### config.mk
export PLATFORM = sky130hd
export DESIGN_NAME = vcap_top
export DESIGN_NICKNAME = d
export VERILOG_FILES = /design/src/rtl/vcap_pkg.sv /design/src/rtl/vcap_sampler.sv /design/src/rtl/vcap_framer.sv /design/src/rtl/vcap_fifo.sv /design/src/rtl/vcap_top.sv
export SDC_FILE = /design/constraint.sdc
export NUM_CORES = 1
export LEC_CHECK = 0
export BUFFER_PORTS_ARGS = -buffer_cell sky130_fd_sc_hd__buf_2
export CAP_MARGIN = 20
export CORE_MARGIN = 2
export CORE_UTILIZATION = 55
export CTS_CLUSTER_DIAMETER = 120
export DETAILED_ROUTE_END_ITERATION = 7
export PLACE_DENSITY = 0.73
export RECOVER_POWER = 50
export SYNTH_ARGS = -nofsm -noshare
export SYNTH_HDL_FRONTEND = slang
export SYNTH_HIERARCHICAL = 1
export SYNTH_SLANG_ARGS = --single-unit
### constraint.sdc
create_clock -name clk -period 2.6 [get_ports clk]
set_input_delay 0.13 -clock clk [delete_from_list [all_inputs] [get_ports clk]]
set_output_delay 0.13 -clock clk [all_outputs]
set_load 0.01 [all_outputs]
### src/rtl/vcap_pkg.sv
package vcap_pkg;
  localparam int VCAP_DW = 10;
  localparam int VCAP_PW = 8;
  localparam int VCAP_OPEN_BIT = 8;
  localparam int VCAP_CLOSE_BIT = 9;

  typedef enum logic [1:0] {
    MODE_VID8  = 2'd0,
    MODE_RAW10 = 2'd1,
    MODE_MSG   = 2'd2,
    MODE_ALT8  = 2'd3
  } vcap_mode_e;

  typedef struct packed {
    logic               sop;
    logic               eop;
    logic [VCAP_DW-1:0] data;
  } vcap_word_t;

  localparam int VCAP_WW = $bits(vcap_word_t);
endpackage

### src/rtl/vcap_sampler.sv
module vcap_sampler
  import vcap_pkg::*;
#(
  parameter int DW = VCAP_DW
) (
  input  logic          clk,
  input  logic          rst,
  input  logic          cap_en,
  input  logic [1:0]    cfg_mode,
  input  logic          cfg_bypass,
  input  logic [DW-1:0] vin_data,
  input  logic          vin_dv,
  output vcap_mode_e    mode_q,
  output logic          byp_q,
  output logic [DW-1:0] s_data,
  output logic          s_dv,
  output logic          s_cap
);
  always_ff @(posedge clk) begin
    if (rst) begin
      mode_q <= MODE_VID8;
      byp_q  <= 1'b0;
      s_data <= '0;
      s_dv   <= 1'b0;
      s_cap  <= 1'b0;
    end else begin
      if (!cap_en) begin
        mode_q <= vcap_mode_e'(cfg_mode);
        byp_q  <= cfg_bypass;
      end
      s_data <= vin_data;
      s_dv   <= vin_dv & cap_en;
      s_cap  <= cap_en;
    end
  end
endmodule

### src/rtl/vcap_framer.sv
module vcap_framer
  import vcap_pkg::*;
#(
  parameter int DW = VCAP_DW,
  parameter int PW = VCAP_PW
) (
  input  logic          clk,
  input  logic          rst,
  input  vcap_mode_e    mode,
  input  logic          byp,
  input  logic          s_cap,
  input  logic          s_dv,
  input  logic [DW-1:0] s_data,
  output logic          push,
  output vcap_word_t    push_word,
  output logic          ferr
);
  localparam int PAD = DW - PW;

  logic          open_q, hv_q, hsop_q, hfin_q, psop_q, ferr_q;
  logic [PW-1:0] hdata_q;
  logic          open_n, hv_n, hsop_n, hfin_n, psop_n, ferr_n;
  logic [PW-1:0] hdata_n;
  logic          push_n;
  vcap_word_t    word_n;
  logic          word_ok, mark_ok, mk_open, mk_close, in_msg;

  always_comb begin
    open_n  = open_q;
    hv_n    = hv_q;
    hsop_n  = hsop_q;
    hfin_n  = hfin_q;
    hdata_n = hdata_q;
    psop_n  = psop_q;
    ferr_n  = ferr_q;
    push_n  = 1'b0;
    word_n  = '0;
    word_ok  = s_cap & s_dv;
    mark_ok  = s_cap & (byp | s_dv);
    mk_open  = mark_ok & s_data[VCAP_OPEN_BIT];
    mk_close = mark_ok & s_data[VCAP_CLOSE_BIT];
    in_msg   = open_q | mk_open;
    unique case (mode)
      MODE_RAW10: begin
        push_n = word_ok;
        word_n.data = s_data;
        open_n = 1'b0;
        hv_n   = 1'b0;
      end
      MODE_MSG: begin
        // a finished word waiting in the hold slot leaves first
        if (hv_q && hfin_q) begin
          push_n = 1'b1;
          word_n = '{sop: hsop_q, eop: 1'b1, data: {{PAD{1'b0}}, hdata_q}};
          hv_n   = 1'b0;
          hfin_n = 1'b0;
        end
        if (mk_open) begin
          if (open_q) begin
            ferr_n = 1'b1;
            if (hv_q) begin
              push_n = 1'b1;
              word_n = '{sop: hsop_q, eop: 1'b1, data: {{PAD{1'b0}}, hdata_q}};
              hv_n   = 1'b0;
            end
          end
          open_n = 1'b1;
          psop_n = 1'b1;
        end
        if (mk_close && !in_msg) ferr_n = 1'b1;
        if (word_ok && in_msg) begin
          if (hv_n) begin
            push_n = 1'b1;
            word_n = '{sop: hsop_q, eop: 1'b0, data: {{PAD{1'b0}}, hdata_q}};
          end
          hv_n    = 1'b1;
          hdata_n = s_data[PW-1:0];
          hsop_n  = psop_n;
          psop_n  = 1'b0;
          hfin_n  = mk_close;
          if (mk_close) open_n = 1'b0;
        end else if (mk_close && in_msg) begin
          if (hv_n) begin
            push_n = 1'b1;
            word_n = '{sop: hsop_q, eop: 1'b1, data: {{PAD{1'b0}}, hdata_q}};
          end
          hv_n   = 1'b0;
          open_n = 1'b0;
        end
      end
      default: begin
        push_n = word_ok;
        word_n.data = {{PAD{1'b0}}, s_data[PW-1:0]};
        open_n = 1'b0;
        hv_n   = 1'b0;
      end
    endcase
  end

  always_ff @(posedge clk) begin
    if (rst) begin
      open_q    <= 1'b0;
      hv_q      <= 1'b0;
      hsop_q    <= 1'b0;
      hfin_q    <= 1'b0;
      hdata_q   <= '0;
      psop_q    <= 1'b0;
      ferr_q    <= 1'b0;
      push      <= 1'b0;
      push_word <= '0;
    end else begin
      open_q    <= open_n;
      hv_q      <= hv_n;
      hsop_q    <= hsop_n;
      hfin_q    <= hfin_n;
      hdata_q   <= hdata_n;
      psop_q    <= psop_n;
      ferr_q    <= ferr_n;
      push      <= push_n;
      push_word <= word_n;
    end
  end

  assign ferr = ferr_q;
endmodule

### src/rtl/vcap_fifo.sv
module vcap_fifo #(
  parameter int W     = 12,
  parameter int DEPTH = 16
) (
  input  logic         clk,
  input  logic         rst,
  input  logic         push,
  input  logic [W-1:0] wdata,
  output logic         full,
  output logic         ovf,
  output logic         out_valid,
  input  logic         out_ready,
  output logic [W-1:0] rdata
);
  localparam int AW = (DEPTH > 1) ? $clog2(DEPTH) : 1;
  localparam int CW = $clog2(DEPTH + 1);
  localparam logic [AW-1:0] LAST = AW'(DEPTH - 1);
  localparam logic [CW-1:0] CAP  = CW'(DEPTH);

  logic [W-1:0]  mem [DEPTH];
  logic [AW-1:0] wr_ptr, rd_ptr;
  logic [CW-1:0] count;
  logic          do_wr, do_rd;

  assign full      = (count == CAP);
  assign out_valid = (count != '0);
  assign do_wr     = push & ~full;
  assign do_rd     = out_valid & out_ready;
  assign rdata     = mem[rd_ptr];

  always_ff @(posedge clk) begin
    if (do_wr) mem[wr_ptr] <= wdata;
  end

  always_ff @(posedge clk) begin
    if (rst) begin
      wr_ptr <= '0;
      rd_ptr <= '0;
      count  <= '0;
      ovf    <= 1'b0;
    end else begin
      if (do_wr) wr_ptr <= (wr_ptr == LAST) ? '0 : wr_ptr + 1'b1;
      if (do_rd) rd_ptr <= (rd_ptr == LAST) ? '0 : rd_ptr + 1'b1;
      count <= count + CW'(do_wr) - CW'(do_rd);
      if (push && full) ovf <= 1'b1;
    end
  end
endmodule

### src/rtl/vcap_top.sv
module vcap_top
  import vcap_pkg::*;
#(
  parameter int FIFO_DEPTH = 16
) (
  input  logic               clk,
  input  logic               rst,
  input  logic               cap_en,
  input  logic [1:0]         cfg_mode,
  input  logic               cfg_bypass,
  input  logic [VCAP_DW-1:0] vin_data,
  input  logic               vin_dv,
  output logic               m_valid,
  input  logic               m_ready,
  output logic [VCAP_DW-1:0] m_data,
  output logic               m_sop,
  output logic               m_eop,
  output logic               frame_err,
  output logic               overflow
);
  vcap_mode_e         mode_q;
  logic               byp_q;
  logic [VCAP_DW-1:0] s_data;
  logic               s_dv, s_cap;
  logic               push, fifo_full;
  vcap_word_t         push_word, head;
  logic [VCAP_WW-1:0] head_bits;

  vcap_sampler #(.DW(VCAP_DW)) u_smp (
    .clk(clk), .rst(rst), .cap_en(cap_en), .cfg_mode(cfg_mode),
    .cfg_bypass(cfg_bypass), .vin_data(vin_data), .vin_dv(vin_dv),
    .mode_q(mode_q), .byp_q(byp_q), .s_data(s_data), .s_dv(s_dv),
    .s_cap(s_cap)
  );

  vcap_framer #(.DW(VCAP_DW), .PW(VCAP_PW)) u_frm (
    .clk(clk), .rst(rst), .mode(mode_q), .byp(byp_q), .s_cap(s_cap),
    .s_dv(s_dv), .s_data(s_data), .push(push), .push_word(push_word),
    .ferr(frame_err)
  );

  vcap_fifo #(.W(VCAP_WW), .DEPTH(FIFO_DEPTH)) u_fifo (
    .clk(clk), .rst(rst), .push(push), .wdata(push_word), .full(fifo_full),
    .ovf(overflow), .out_valid(m_valid), .out_ready(m_ready),
    .rdata(head_bits)
  );

  assign head   = vcap_word_t'(head_bits);
  assign m_data = head.data;
  assign m_sop  = head.sop;
  assign m_eop  = head.eop;
endmodule

==> impl_metrics.toml <==
[final_layout]
diodes = 0
drive_gt1_frac = 0.229
area_growth_pct = 17.0
fin_nets = 681
stdcell_count = 894

[grt]
gr-total-overflow = 0
grt_pass1_wl_um = 29700
grt_usage = 0.209
grt_pass1_vias = 5359
antenna_found_initial = 0
grt_max_degree = 49

[synthesis]
synthMostInstantiatedCell = "edfxtp_1"
synthArstFlopShare = 0
synthTopCellsByArea = "edfxtp_1 (58%), dfxtp_1 (12%), mux4_2 (6.9%)"
synth.largest_area_cell = "edfxtp_1"
netlist-cell-type-count = 55
synth_cells = 573
synth-edff-count = 192
ys_seq_area_frac = 0.707
synth-main-ff-cell = "edfxtp_1"
synth_top_area_frac = 0.585
syn_area_um2 = 9860
synth_commonest_cells = "edfxtp_1 (192), dfxtp_1 (60), nand2_1 (44)"
synth.avg_cell_area_um2 = 17.2
ys_warn_count = 6
synth_nets = 605
ys_ff_latch = 252

[timing]
rsz0062_at_grt = "true"
slew_headroom = 0.515
fin_skew_ns = 0.00720
worstMarginPinSlew_ns = 0.727
finalHoldViolCount = 0
clock.fmax_mhz = 386
tns_ns = 0
slew_viol_final = 0
post-route-min-period_ns = 2.59
period_share = 0.997
setup_viol = 0

[clocking]
htree_levels = 1
clk_latency_ns = 0.52
path_clk_slew_ns = 0.06
cts_tree = "done"
numCtsBuffers = 26
cts-root-buf = "clkbuf_16"
cts_sinks = 252
clock_path_buffers = 3

[critical_path]
critPathMaxFanout = 2
reg2reg_from = "u_fifo/count[2]$_SDFF_PP0_"
cp_common_cell = "inv_2"
critical_path_arrival_ns = 3.04
r2r-end = "u_fifo/count[4]$_SDFF_PP0_"
slowest_delay_ns = 0.48
cp_top_family = "simple AND/OR/NAND/NOR gates"
critPathLaunchType = "flop"
r2r_cells = 14
cp_slowest_cell = "or4b_4"
path_buf_inv = 4
worstSetupEndpointType = "flop"
required_ns = 3.04
cp_cell_sequence = "inv_2 -> ha_4 -> or4b_4 -> nand2_4 -> inv_2 -> ha_4 -> inv_2 -> ha_4 -> inv_2 -> fa_2 -> nor2b_4 -> o21bai_4 -> nand3_1 -> nor3b_2"
reg2reg_slack_ns = 0.007
critPathKind = "flop to flop"

[floorplan]
rows = 48
start_util = 0.566
die_width_um = 138
core_um2 = 17400
io_pins = 33
fp.dieH_um = 138
dieArea_um2 = 19000

[flow_run]
max_cap_violations = 0

[drt]
wl_um = 19000
viasPerCell = 5.94
drc = 0
wl_per_cell_um = 21.3
drtIter0Drc = 416
first_pass_iters = 6
drtAntennaViolNets = 0
dr_total_vias = 5313

[placed_design]
place.gp.congestion = 0.786
dp.cells = 823
place.port_buffers = 32
place_hpwl_um = 11600

[worst_hold_path]
hp-class = "input port to flop"
hold_depth = 2
hold_path_startpoint = "rst"
hold_end = "u_smp/byp_q$_SDFFE_PP0N_"

[power]
powerDensity_nw_per_um2 = 843
peakVddDrop_uv = 660
p_leak_nw = 3.86
total_power_mw = 9.72

[outcome]
status = "finished, final reports clean"
-- power by group --
group / leakage, nW / total, mW / internal [mW] / switching, mW
Combinational: 1.24 / 1.39 / 0.741 / 0.652
Clock: 0.440 / 3.85 / 2.33 / 1.52
Sequential: 2.18 / 4.48 / 4.38 / 0.0969
Total: 3.86 / 9.72 / 7.45 / 2.27
-- worst max-delay path by stage --
stage	cells past startpoint	from	endpoint	slack (ns)
after floorplan	15	u_fifo/count[2]$_SDFF_PP0_	u_fifo/count[4]$_SDFF_PP0_	0.008
after detailed placement	14	u_fifo/count[2]$_SDFF_PP0_	u_fifo/count[4]$_SDFF_PP0_	-0.14
after global placement	14	u_fifo/count[2]$_SDFF_PP0_	u_fifo/count[4]$_SDFF_PP0_	0.07
after CTS	14	u_fifo/count[3]$_SDFF_PP0_	u_fifo/count[4]$_SDFF_PP0_	-0.04
after global routing	14	u_fifo/count[2]$_SDFF_PP0_	u_fifo/count[4]$_SDFF_PP0_	-0.08
final	14	u_fifo/count[2]$_SDFF_PP0_	u_fifo/count[4]$_SDFF_PP0_	0.007
-- sequential cells by signal, indices dropped and copies added (netlist names), named ones only --
signal,cells
u_smp/mode_q,2
u_smp/s_cap,1
u_fifo/mem,192
u_frm/ferr,1
u_frm/hv_q,1
u_fifo/rd_ptr,4
u_smp/s_dv,1
u_frm/hsop_q,1
u_fifo/wr_ptr,4
u_smp/s_data,10
u_frm/push,1
u_fifo/count,5
u_frm/push_word,12
u_frm/hfin_q,1
u_frm/open_q,1
u_smp/byp_q,1
u_frm/hdata_q,8
u_fifo/ovf,1
u_frm/psop_q,1
-- worst register-to-register path, cell delays in order (launching register included) --
cell and delay (ns):
dfxtp_2 0.32, inv_2 0.08, ha_4 0.14, or4b_4 0.48
nand2_4 0.09, inv_2 0.04, ha_4 0.20, inv_2 0.06
ha_4 0.14, inv_2 0.05, fa_2 0.42, nor2b_4 0.17
o21bai_4 0.09, nand3_1 0.08, nor3b_2 0.16
-- cells in the final DEF, fill, tap and decap left out, types with 19 or more instances in the layout --
cell           count
dfxtp_1           56
a22oi_1           24
edfxtp_1         192
clkbuf_16         29
dlygate4sd3_1     19
mux4_2            30
a21oi_1           21
buf_2             31
nand2_1           44
buf_4             23
-- cell families after synthesis --
kind of cell	count (synthesis)	share of synthesized area
compound gates	77	0.0552
xor+xnor	4	0.00355
fa+ha+maj	15	0.0195
buf+inv	45	0.0239
flops	252	0.707
mux	52	0.121
simple gates	128	0.0706
-- layer usage --
layer,wire length [um],vias up,share of wire,GRT usage
met4,386,0,0.020,0.0556
met5,0,-,0,0
met3,975,35,0.051,0.0318
li1,-,2401,-,-
met1,7670,2692,0.40,0.273
met2,10000,185,0.53,0.370
-- through the flow --
stage	cell area (um^2)	setup slack (ns)	util	hold slack, ns
3_5_place_dp	10400	-0.141	0.594	0.344
6_report	11500	0.00665	0.662	0.0679
3_3_place_gp	10400	0.0742	0.594	0.330
4_1_cts	11500	-0.0356	0.658	0.0554
2_1_floorplan	9900	0.00793	-	0.197
5_1_grt	11500	-0.0804	0.662	0.0829
-- area by class of cell --
| cell class | instances | area, um^2 |
|---|---|---|
| clock buffer | 32 | 737 |
| clock inverter | 16 | 173 |
| fill | 1161 | 5880 |
| inverter | 16 | 60.1 |
| multi-input combinational | 276 | 2740 |
| sequential | 252 | 6970 |
| tap | 225 | 282 |
| timing repair buffer | 77 | 573 |
-- what timing repair did --
| action | in CTS | in global routing |
|---|---|---|
| hold buffers | 19 | 0 |
| pin swaps | 3 | 6 |
| buffers inserted | 0 | 4 |
| cloned | 0 | 0 |
| hold endpoints to repair | 19 | 0 |
| gates resized for setup | 5 | 7 |
| endpoints found under the setup margin | 2 | 2 |
No activity file was read; power rests on OpenSTA's default activity.
